===== src/rtl/rtc_irq_pkg.sv =====
package rtc_irq_pkg;
  localparam int unsigned ADDR_SEC   = 0;
  localparam int unsigned ADDR_MIN   = 2;
  localparam int unsigned ADDR_HR    = 4;
  localparam int unsigned ADDR_CTRL  = 11;
  localparam int unsigned ADDR_FLAGS = 12;
  localparam int unsigned NUM_ALM    = 3;
  localparam int unsigned NUM_EVT    = 3;

  // event index order matches flag/enable bit order, high to low
  localparam int unsigned EVT_PER = 2;
  localparam int unsigned EVT_ALM = 1;
  localparam int unsigned EVT_UPD = 0;

  // alarm byte of field i sits just above its time byte
  function automatic int unsigned alm_addr(input int unsigned i);
    return 2 * i + 1;
  endfunction
endpackage


===== src/rtl/rtc_alarm_regs.sv =====
module rtc_alarm_regs
  import rtc_irq_pkg::*;
#(
  parameter int unsigned AW = 4,
  parameter int unsigned DW = 8
) (
  input  logic                       clk_i,
  input  logic                       rst_ni,
  input  logic                       we_i,
  input  logic [AW-1:0]              addr_i,
  input  logic [DW-1:0]              wdata_i,
  output logic [NUM_ALM-1:0][DW-1:0] alm_o,
  output logic [DW-1:0]              ctrl_o
);
  logic [DW-1:0] ctrl_q;

  for (genvar i = 0; i < NUM_ALM; i++) begin : g_alm
    logic [DW-1:0] alm_q;
    always_ff @(posedge clk_i or negedge rst_ni) begin
      if (!rst_ni) alm_q <= '0;
      else if (we_i && addr_i == AW'(alm_addr(i))) alm_q <= wdata_i;
    end
    assign alm_o[i] = alm_q;
  end

  always_ff @(posedge clk_i or negedge rst_ni) begin
    if (!rst_ni) ctrl_q <= '0;
    else if (we_i && addr_i == AW'(ADDR_CTRL)) ctrl_q <= wdata_i;
  end
  assign ctrl_o = ctrl_q;

  assert_ctrl_write_R2: assert property (@(posedge clk_i) disable iff (!rst_ni)
    (we_i && addr_i == AW'(ADDR_CTRL)) |=> (ctrl_o == $past(wdata_i)));
endmodule


===== src/rtl/rtc_alarm_match.sv =====
module rtc_alarm_match
  import rtc_irq_pkg::*;
#(
  parameter int unsigned DW = 8
) (
  input  logic                       clk_i,
  input  logic                       rst_ni,
  input  logic [NUM_ALM-1:0][DW-1:0] alm_i,
  input  logic [NUM_ALM-1:0][DW-1:0] cur_i,
  output logic                       match_o
);
  logic [NUM_ALM-1:0] hit;
  logic [NUM_ALM-1:0] wild;

  for (genvar i = 0; i < NUM_ALM; i++) begin : g_fld
    assign wild[i] = &alm_i[i][DW-1:DW-2];
    assign hit[i]  = wild[i] || (alm_i[i] == cur_i[i]);
  end

  assign match_o = &hit;

  assert_wildcard_hits_R4: assert property (@(posedge clk_i) disable iff (!rst_ni)
    (&{alm_i[0][DW-1:DW-2], alm_i[1][DW-1:DW-2], alm_i[2][DW-1:DW-2]}) |-> match_o);
endmodule


===== src/rtl/rtc_irq_flags.sv =====
module rtc_irq_flags
  import rtc_irq_pkg::*;
(
  input  logic               clk_i,
  input  logic               rst_ni,
  input  logic [NUM_EVT-1:0] set_i,
  input  logic               clr_i,
  input  logic [NUM_EVT-1:0] en_i,
  output logic [NUM_EVT-1:0] flags_o,
  output logic               req_o
);
  logic [NUM_EVT-1:0] flag_q;

  // a coincident event survives the read-clear
  always_ff @(posedge clk_i or negedge rst_ni) begin
    if (!rst_ni) flag_q <= '0;
    else         flag_q <= (clr_i ? '0 : flag_q) | set_i;
  end

  assign flags_o = flag_q;
  assign req_o   = |(flag_q & en_i);

  assert_clear_on_read_R8: assert property (@(posedge clk_i) disable iff (!rst_ni)
    (clr_i && set_i == '0) |=> (flag_q == '0));

  assert_event_wins_R9: assert property (@(posedge clk_i) disable iff (!rst_ni)
    (set_i != '0) |=> ((flag_q & $past(set_i)) == $past(set_i)));
endmodule


===== src/rtl/rtc_alarm_irq.sv =====
module rtc_alarm_irq
  import rtc_irq_pkg::*;
#(
  parameter int unsigned AW = 4,
  parameter int unsigned DW = 8
) (
  input  logic          clk_i,
  input  logic          rst_ni,
  input  logic [AW-1:0] bus_addr_i,
  input  logic          bus_we_i,
  input  logic          bus_re_i,
  input  logic [DW-1:0] bus_wdata_i,
  output logic [DW-1:0] bus_rdata_o,
  input  logic          upd_done_i,
  input  logic          per_tick_i,
  input  logic [DW-1:0] cur_sec_i,
  input  logic [DW-1:0] cur_min_i,
  input  logic [DW-1:0] cur_hr_i,
  output logic          irq_no
);
  localparam int unsigned EN_LSB = DW - 1 - NUM_EVT;

  logic [NUM_ALM-1:0][DW-1:0] alm;
  logic [NUM_ALM-1:0][DW-1:0] cur;
  logic [DW-1:0]              ctrl;
  logic                       match;
  logic [NUM_EVT-1:0]         evt_set;
  logic [NUM_EVT-1:0]         flags;
  logic                       req;
  logic                       clr;
  logic [DW-1:0]              flag_byte;

  assign cur = {cur_hr_i, cur_min_i, cur_sec_i};

  rtc_alarm_regs #(.AW(AW), .DW(DW)) i_regs (
    .clk_i   (clk_i),
    .rst_ni  (rst_ni),
    .we_i    (bus_we_i),
    .addr_i  (bus_addr_i),
    .wdata_i (bus_wdata_i),
    .alm_o   (alm),
    .ctrl_o  (ctrl)
  );

  rtc_alarm_match #(.DW(DW)) i_match (
    .clk_i   (clk_i),
    .rst_ni  (rst_ni),
    .alm_i   (alm),
    .cur_i   (cur),
    .match_o (match)
  );

  assign evt_set[EVT_PER] = per_tick_i;
  assign evt_set[EVT_ALM] = upd_done_i && match;
  assign evt_set[EVT_UPD] = upd_done_i;
  assign clr = bus_re_i && (bus_addr_i == AW'(ADDR_FLAGS));

  rtc_irq_flags i_flags (
    .clk_i   (clk_i),
    .rst_ni  (rst_ni),
    .set_i   (evt_set),
    .clr_i   (clr),
    .en_i    (ctrl[DW-2:EN_LSB]),
    .flags_o (flags),
    .req_o   (req)
  );

  assign flag_byte = {req, flags, {EN_LSB{1'b0}}};
  assign irq_no    = !req;

  always_comb begin
    bus_rdata_o = '0;
    case (bus_addr_i)
      AW'(ADDR_SEC):    bus_rdata_o = cur_sec_i;
      AW'(alm_addr(0)): bus_rdata_o = alm[0];
      AW'(ADDR_MIN):    bus_rdata_o = cur_min_i;
      AW'(alm_addr(1)): bus_rdata_o = alm[1];
      AW'(ADDR_HR):     bus_rdata_o = cur_hr_i;
      AW'(alm_addr(2)): bus_rdata_o = alm[2];
      AW'(ADDR_CTRL):   bus_rdata_o = ctrl;
      AW'(ADDR_FLAGS):  bus_rdata_o = flag_byte;
      default:          bus_rdata_o = '0;
    endcase
  end

  assert_alarm_needs_update_R3: assert property (@(posedge clk_i) disable iff (!rst_ni)
    $rose(flags[EVT_ALM]) |-> $past(upd_done_i));

  assert_irq_needs_flag_R7: assert property (@(posedge clk_i) disable iff (!rst_ni)
    !irq_no |-> (flags != '0));

  assert_flag_low_nibble_R10: assert property (@(posedge clk_i) disable iff (!rst_ni)
    (bus_addr_i == AW'(ADDR_FLAGS)) |-> (bus_rdata_o[EN_LSB-1:0] == '0));
endmodule


===== config.mk =====
export PLATFORM = sky130hd
export DESIGN_NAME = rtc_alarm_irq
export DESIGN_NICKNAME = d
export VERILOG_FILES = /design/src/rtl/rtc_irq_pkg.sv /design/src/rtl/rtc_alarm_regs.sv /design/src/rtl/rtc_alarm_match.sv /design/src/rtl/rtc_irq_flags.sv /design/src/rtl/rtc_alarm_irq.sv
export SDC_FILE = /design/constraint.sdc
export NUM_CORES = 1
export LEC_CHECK = 0
export BUFFER_PORTS_ARGS = -buffer_cell sky130_fd_sc_hd__buf_4
export CORE_ASPECT_RATIO = 1.75
export CORE_MARGIN = 2
export CORE_UTILIZATION = 30
export DETAILED_ROUTE_END_ITERATION = 8
export GPL_TIMING_DRIVEN = 0
export PLACE_DENSITY = 0.59
export SYNTH_ARGS = -nofsm -noshare
export SYNTH_HDL_FRONTEND = slang
export SYNTH_SLANG_ARGS = --single-unit

===== constraint.sdc =====
create_clock -name clk_i -period 1.8 [get_ports clk_i]
set_clock_uncertainty 0.2 [all_clocks]
set_input_delay 0.18 -clock clk_i [delete_from_list [all_inputs] [get_ports clk_i]]
set_output_delay 0.18 -clock clk_i [all_outputs]
set_load 0.05 [all_outputs]

# ---- Word level (Yosys, flattened, before mapping)
# Index checks and enable logic that the tools add are counted.
# W data, S select, Z words.
dict set report op_classes {
  reduce_logical 16
  eq_ne 10
  mux 2
  bitwise 2
}
# op count
set op_table {}
lappend op_table {{$pmux W8 S8} 1}
lappend op_table {{$eq A8 B8 Y1} 3}
lappend op_table {{$eq A4 B2 Y1 const B} 2}
lappend op_table {{$eq A4 B3 Y1 const B} 2}
lappend op_table {{$eq A4 B4 Y1 const B} 2}
lappend op_table {{$logic_and A1 B1 Y1} 6}
lappend op_table {{$reduce_and A2 Y1} 3}
lappend op_table {{$eq A4 B1 Y1 const B} 1}
lappend op_table {{$logic_not A4 Y1} 1}
lappend op_table {{$and A3 B3 Y3} 1}
lappend op_table {{$logic_or A1 B1 Y1} 3}
lappend op_table {{$mux W3} 1}
lappend op_table {{$or A3 B3 Y3} 1}
lappend op_table {{$reduce_and A3 Y1} 1}
lappend op_table {{$reduce_or A3 Y1} 1}
lappend op_table {{$logic_not A1 Y1} 1}
dict set report totals {
  elab_cells 35
  output_inout_bits 9
  regBits 35
  in_bits 42
}

# ---- Longest topological paths before layout
# Gate-level depths: netlist of run 1.
dict set report depth {
  depth_word 5
  mapped_depth 6
  mapped_depth_nobuf 4
}

# ---- By module
# From an unflattened synthesis of run 1, not the netlist that was laid out.
dict set report unflattened {
  hier_cells 184
  hier_area_um2 2262.2
}
# module cells_per_inst seq_area_each_um2 area_each_um2 instances
set by_module_without_submodules {}
lappend by_module_without_submodules {rtc_alarm_regs 71 800.8 1280.0 1}
lappend by_module_without_submodules {rtc_alarm_irq 70 0.0 586.8 1}
lappend by_module_without_submodules {rtc_alarm_match 34 0.0 280.3 1}
lappend by_module_without_submodules {rtc_irq_flags 9 75.1 115.1 1}

# ---- Worst setup path before layout of run 1
# No wires, ideal clock.
dict set report synth_path {
  path_kind {flip-flop to output port}
  from {register i_regs.ctrl_q[4] (netlist: i_regs.ctrl_o[4])}
  to {output bus_rdata_o[7]}
  n_path_buf 0
  setup_slack_ns -0.934
  t_required_ns 1.420
  stages_incl_launch_ff 4
  arrival_time_ns 2.354
  path_cell_list {dfrtp_1 > a222oi_1 > or3_1 > a31oi_1}
}
dict set report synth_via {
  elab_chain_cells 3
}
# item line
set synth_rtl {}
lappend synth_rtl {{start: declaration} rtc_alarm_regs.sv:15} ;# logic [DW-1:0] ctrl_q;
lappend synth_rtl {{start signal: assignment} rtc_alarm_regs.sv:28} ;# else if (we_i && addr_i == AW'(ADDR_CTRL)) ctrl_q <= wdata_i;
lappend synth_rtl {{$and A3 B3 Y3} rtc_irq_flags.sv:21} ;# assign req_o = |(flag_q & en_i);
lappend synth_rtl {{$reduce_or A3 Y1} rtc_irq_flags.sv:21}
lappend synth_rtl {{$pmux W8 S8} rtc_alarm_irq.sv:73} ;# case (bus_addr_i)
lappend synth_rtl {{end: declaration} rtc_alarm_irq.sv:13} ;# output logic [DW-1:0] bus_rdata_o,
# No other way between the ends.

# ---- Worst setup path after layout of run 1
dict set report layout_path {
  from {register i_regs.g_alm[0].alm_q[7]}
  to {output bus_rdata_o[7]}
}
dict set report layout_via {
  elab_chain_cells 1
}
# item line
set layout_rtl {}
lappend layout_rtl {{start: declaration} rtc_alarm_regs.sv:18} ;# logic [DW-1:0] alm_q;
lappend layout_rtl {{start signal: assignment} rtc_alarm_regs.sv:21} ;# else if (we_i && addr_i == AW'(alm_addr(i))) alm_q <= wdata_i;
lappend layout_rtl {{$pmux W8 S8} rtc_alarm_irq.sv:73}
# No other way between the ends.

==> flow_summary_export.csv, run 1 <==
group,metric,value,unit
global_route,grt_most_used_layer,"met2",
global_route,grtUsageMet2,33.1,%
worst_setup_path,timing.rr.start,"i_regs.g_alm[1].alm_q[2]",
global_route,grt_pass1_wl,10600,um
worst_setup_path,cp_max_delay_cell,"mux4_2",
worst_setup_path,timing.critical_path.from,"i_regs.g_alm[0].alm_q[7]",
timing,setup_viol,5,
global_route,grt.met1_usage,21.5,%
global_route,antenna_violations_before_repair,0,
global_route,globalRoute.totalOverflow,0,
worst_setup_path,cpPeakStageDelay,0.49,ns
pwr,ir_worst_vdd,0.448,mV
timing,final-max-slew-violation-count,0,
route,wirelength,6760,um
die,die_width,68.1,um
placed_design,gp_congestion,0.806,
worst_setup_path,crit_path_cell_trace,"mux4_2 -> a211oi_4 -> a31oi_4 -> buf_6",
timing,post-route-min-period,2.04,ns
worst_setup_path,cp-start-kind,"flop",
run,max_cap_viol_count,0,
yosys,post_synth_xor_area_fraction,9.74,%
timing,setup_repair_after_global_routing_missed_its_margin,"yes",
yosys,synth-edff-count,0,
yosys,netlist_area,2160,um2
yosys,synth-warning-count,0,
die,floorplan.initialDensity,31.2,%
clocking,clock_latency_at_the_later_pin_of_the_worst_skew_pair,0.28,ns
yosys,post_synth_and_or_nand_nor_area_fraction,11.3,%
die,dieHeight,116,um
status,failed_checks,"setup timing",
yosys,synth_top_family_by_area,"multiplexers",
global_route,grt_start_max_net_pins,36,
clocking,cts.reportedPaths.clkPinSlew,0.05,ns
die,floorplan.rows,40,
route,drtAntennaViolNets,0,
route,dr_total_vias,1844,
finish,area_growth,47.3,%
clocking,cts_made_buffers,5,
finish,fillers,668,
global_route,first_global_vias,1984,
route,first_iter_violations,95,
yosys,synth_nets,229,
finish,antennaDiodeCount,0,
hold_path,timing.hold.worst.class,"input port to flop",
worst_setup_path,cp-end-kind,"output port",
yosys,synth_seq_cells,35,
worst_setup_path,crit_type,"flop to output port",
timing,clock.fmax,0.491,GHz
timing,timing_worst_slew_pin_value,0.493,ns
placed_design,port_buf_inserts,47,
finish,final_nets,307,
yosys,syn_area_per_cell,11.5,um2
route,routedWlPerCell,19.3,um
timing,post-route-worst-setup-slack,-0.236,ns
route,drt-pass1-iter-count,4,
route,drc,0,
pwr,report.power.total,2.97,mW
yosys,async_set_or_reset_register_ratio_after_synthesis,100,%
yosys,synth-main-ff-cell,"dfrtp_1",
clocking,clockRootBuffer,"clkbuf_16",
finish,post_route_cells_drive_above_1_share,52.3,%
clocking,h-tree-depth,2,
yosys,synthCells,187,
route,post_drt_via_cell_ratio,5.27,
die,fp.coreArea,6910,um2
hold_path,timing.hold.worst_path_depth,4,
timing,fin_worst_hold_slack,0.0983,ns
clocking,cts_tree,"yes",
status,run_status,"finished, violations left",
global_route,track_usage,18.7,%
timing,max_slew_margin,66.9,%
yosys,ys_types,42,
placed_design,place_hpwl,4880,um
worst_setup_path,worst-r2r-cell-count,5,
global_route,gr_met3_demand_resource,2.70,%
die,die_area,7910,um2
worst_setup_path,path_max_fanout,2,
hold_path,min-delay-start,"bus_re_i",
clocking,cts_max_path_buffers,2,
pwr,power_density,933,nW/um2
worst_setup_path,worst_ep_required_time,1.42,ns
timing,fin_crit_sh,113,%
yosys,synth_compound_gate_area_share,12.2,%
clocking,cts_num_sinks,35,
yosys,ys_seq_area_share,40.6,%
pwr,static-leakage-power,1.45,nW
finish,end_of_flow_core_utilization,46.0,%
yosys,synth-adder-area-share,0,%
timing,finalHoldViolCount,0,
die,top_level_ports,51,
worst_setup_path,cp.arrival,1.66,ns
yosys,synth.area.mux_share,22.6,%
==> path summary, 6_finish.rpt <==
check                                            to  slack (ns)
max                                  bus_rdata_o[7]       -0.24
min                              i_flags.flags_o[0]         0.1
max reg2reg                      i_flags.flags_o[1]        0.07
min reg2reg                        i_regs.ctrl_o[1]        0.31
max in group asynchronous  i_regs.g_alm[1].alm_q[1]        0.85
min in group asynchronous  i_regs.g_alm[1].alm_q[3]        0.20
==> metrics by stage <==
step | setup WS [ns] | instance area [um2] | instances | setup TNS (ns)
2_1_floorplan | -0.795 | 2200 | 187 | -1.11
3_3_place_gp | -0.278 | 2660 | 318 | -1.74
3_5_place_dp | -0.304 | 2660 | 318 | -1.83
4_1_cts | -0.233 | 3080 | 344 | -0.447
5_1_grt | -0.262 | 3180 | 350 | -0.684
6_report | -0.236 | 3180 | 350 | -0.428
==> placed cells by master (no fill, tap or decap), types with 4 or more instances in the layout <==
cell type,instances
buf_4,53
dfrtp_1,35
mux2_2,31
xor2_1,23
buf_6,13
dlygate4sd3_1,11
nand2_1,8
mux2i_1,7
a22oi_1,5
clkbuf_16,5
nor4_2,4
a222oi_1,4
==> report_power, final <==
part / switching, mW / leakage [nW] / internal [mW]
clock: 0.325 / 0.0772 / 0.589
combinational: 0.458 / 0.944 / 0.487
sequential: 0.147 / 0.424 / 0.959
==> worst max-delay path, delay by kind of cell (launching register included) <==
family | cells | cell delay (ns)
muxes | 1 | 0.49
DFF | 1 | 0.39
AOI/OAI and AO/OA | 2 | 0.31
buffers and inverters | 1 | 0.18
==> synthesized netlist by cell type, drive strengths merged (3+ instances only) <==
cell type,count,area [um2]
a221oi,3,26.3
a222oi,4,40.0
a22oi,7,52.6
a32oi,3,26.3
buf,7,56.3
clkbuf,3,12.5
dfrtp,35,876
mux2,35,394
mux2i,7,70.1
nand2,12,67.6
nor2,3,11.3
nor3,3,15.0
nor4,8,50.1
o2bb2ai,3,26.3
xor2,24,210
==> cell type report <==
type,instances,area [um2],area share (%)
Buffer,8,71.3,2.24
Inverter,2,7.51,0.236
Multi-Input combinational cell,140,1350,42.4
Clock buffer,8,156,4.92
Sequential cell,35,876,27.6
Tap cell,84,105,3.31
Timing Repair Buffer,73,613,19.3
==> repair_timing <==
item                                    in CTS  in global routing
resized for setup                           27                  8
endpoints found under the setup margin       9                  9
pin swaps                                   12                  8
setup buffers                                9                  6
endpoints found under the hold margin       70                  0
hold buffers                                11                  0
==> per-layer routing <==
layer / share of wire (%) / wire, um
met4: 2.2 / 150
met1: 39 / 2610
met3: 3.4 / 227
met5: 0 / 0
met2: 56 / 3770
==> registers in the layout, summed over array words and instances (netlist names) <==
signal              cells
i_flags.flags_o         3
i_regs.ctrl_o           8
i_regs.g_alm.alm_q     24
==> cells by family after synthesis <==
logic type | Yosys count
xor gates and xnor gates | 24
and+or+nand+nor | 40
AOI/OAI and AO/OA | 33
buffers and inverters | 12
DFF | 35
muxes | 43
(Power assumes the default switching activity.)
==> run 2, diff against run 1 <==
--- a/config.mk
+++ b/config.mk
@@ -12,6 +12,7 @@
 export DETAILED_ROUTE_END_ITERATION = 8
 export GPL_TIMING_DRIVEN = 0
 export PLACE_DENSITY = 0.59
+export REMOVE_ABC_BUFFERS = 1
 export SYNTH_ARGS = -nofsm -noshare
 export SYNTH_HDL_FRONTEND = slang
 export SYNTH_SLANG_ARGS = --single-unit
==> run 2 against run 1 <==
Effect of this change:
- the flow still finishes with violations (setup timing)
- routed wire length decreased by 7.0%
- via count is 3.3% lower
- sequential power about the same
- final cell count shrank 4.0%
- final area is 7.7% lower
- clock power is 11% lower
- clock-buffer cell count fell by 1
- maximum frequency is 1.2% higher
- global-route usage shrank 1.0 points
- register-to-register slack worse by 0.02 ns
==> flow_summary_export.csv, run 2 (synthesis gave the netlist of run 1 again) <==
group,metric,value,unit
route,dr_total_vias,1783,
timing,setup_repair_after_global_routing_missed_its_margin,"yes",
finish,area_growth,36.0,%
placed_design,place_hpwl,4590,um
timing,clock.fmax,0.497,GHz
worst_setup_path,worst-r2r-cell-count,4,
run,max_cap_viol_count,0,
timing,fin_crit_sh,112,%
route,routedWlPerCell,18.7,um
worst_setup_path,cp_max_delay_cell,"mux4_2",
clocking,clockRootBuffer,"clkbuf_16",
route,drt-pass1-iter-count,5,
worst_setup_path,setup_slack_on_the_worst_flop_to_flop_path,0.05,ns
die,top_level_ports,51,
timing,finalHoldViolCount,0,
clocking,cts.reportedPaths.clkPinSlew,0.05,ns
timing,post-route-worst-setup-slack,-0.212,ns
global_route,track_usage,17.7,%
worst_setup_path,crit_type,"flop to output port",
route,drtAntennaViolNets,0,
worst_setup_path,crit_path_cell_trace,"mux4_2 -> a211oi_2 -> a31oi_1 -> buf_4",
route,drc,0,
route,first_iter_violations,78,
status,run_status,"finished, violations left",
timing,setup_tns,-0.984,ns
timing,post-route-min-period,2.01,ns
pwr,static-leakage-power,1.33,nW
placed_design,dp_worst_setup_slack,-0.300,ns
global_route,first_global_vias,2002,
finish,layout.cells.most_common_list,"buf_4, dfrtp_1, mux2_2",
timing,timing_worst_slew_pin_value,0.621,ns
clocking,cts_tree,"yes",
pwr,ir_worst_vdd,0.444,mV
worst_setup_path,cp-end-kind,"output port",
worst_setup_path,worst_ep_required_time,1.42,ns
finish,antennaDiodeCount,0,
placed_design,placedCellCount,311,
clocking,cts_num_sinks,35,
finish,layout.cells.most_common,"buf_4",
timing,fin_worst_hold_slack,0.0880,ns
hold_path,timing.hold.worst.class,"input port to flop",
worst_setup_path,crit_reg_reg_endpoint,"i_flags.flags_o[1]",
pwr,power_density,933,nW/um2
clocking,h-tree-depth,2,
finish,largest_reg_flops,24,
global_route,grt_start_max_net_pins,36,
finish,cell_area_after_layout,2930,um2
worst_setup_path,cp-start-kind,"flop",
die,fp.coreArea,6910,um2
finish,fillers,695,
global_route,grt_pass1_wl,10100,um
clocking,cts_made_buffers,5,
die,floorplan.initialDensity,31.2,%
finish,final_nets,293,
worst_setup_path,timing.rr.start,"i_regs.g_alm[1].alm_q[2]",
worst_setup_path,cp.arrival,1.63,ns
die,die_area,7910,um2
hold_path,min-delay-start,"bus_re_i",
die,dieHeight,116,um
placed_design,port_buf_inserts,50,
die,floorplan.rows,40,
clocking,clock_latency_at_the_later_pin_of_the_worst_skew_pair,0.28,ns
worst_setup_path,path_max_fanout,2,
hold_path,hold_path_end,"i_flags.flags_o[2]",
global_route,globalRoute.totalOverflow,0,
global_route,antenna_violations_before_repair,0,
finish,largest_register,"i_regs.g_alm.alm_q",
timing,max_slew_margin,58.5,%
die,die_width,68.1,um
finish,final_instance_count_excl_fillers,336,
placed_design,gp_congestion,0.857,
status,failed_checks,"setup timing",
clocking,cts_max_path_buffers,2,
hold_path,timing.hold.worst_path_depth,3,
finish,post_route_cells_drive_above_1_share,46.0,%
worst_setup_path,cpPeakStageDelay,0.48,ns
route,post_drt_via_cell_ratio,5.31,
placed_design,placed_area,2570,um2
finish,end_of_flow_core_utilization,42.5,%
timing,final-max-slew-violation-count,0,
pwr,report.power.total,2.74,mW
timing,setup_viol,8,
route,wirelength,6280,um
==> run 2: cell types whose count changed in the layout (fill, tap and decap cells not counted), moves of 3 or more <==
cell,change
buf_6,-10
clkbuf_2,-3
mux2_2,+3
mux2_4,-3
==> run 2: worst max path at each step <==
| stage | from | to | slack [ns] |
|---|---|---|---|
| after CTS | i_regs.g_alm[2].alm_q[7] | bus_rdata_o[7] | -0.23 |
| after detailed placement | bus_addr_i[1] | i_regs.g_alm[1].alm_q[7] | -0.30 |
| after global placement | bus_addr_i[1] | i_regs.g_alm[1].alm_q[2] | -0.31 |
| after global routing | i_regs.g_alm[2].alm_q[7] | bus_rdata_o[7] | -0.24 |
| after floorplan | i_regs.ctrl_o[4] | bus_rdata_o[7] | -0.93 |
| final | i_regs.g_alm[2].alm_q[7] | bus_rdata_o[7] | -0.21 |
==> run 2: power breakdown <==
group          internal (mW)  switching (mW)
logic                  0.416           0.407
registers              0.959           0.143
clock network          0.510           0.302
==> run 2: layout make-up <==
cell class | count | area (um2) | share of cell area, %
clock inverters | 1 | 5.00 | 0.171
inverters | 2 | 7.51 | 0.256
flip-flops and latches | 35 | 876 | 29.9
clock buffers | 7 | 133 | 4.52
well taps | 84 | 105 | 3.58
repair buffers | 67 | 542 | 18.5
multi-input cells | 140 | 1260 | 43.1
==> run 2: per-layer routing <==
layer  track usage [%]  vias to the layer above  share of wire [%]
met5                 0                        -                  0
met3              1.35                       11                3.5
met2              32.4                       51                 56
met1              19.7                      884                 37
met4              9.07                        0                3.4
li1                  -                      837                  -
==> run 2: critical path, delay by kind of cell (launching register included) <==
| kind | cells | cell delay, ns |
|---|---|---|
| mux | 1 | 0.48 |
| flops | 1 | 0.38 |
| compound gates | 2 | 0.29 |
| buf+inv | 1 | 0.21 |
==> run 2: repair_timing <==
item,4_1_cts,5_1_grt
hold buffers,11,0
buffers inserted,6,0
gates resized for setup,13,2
pin swaps,4,4
endpoints found under the hold margin,69,0
setup endpoints to repair,14,17
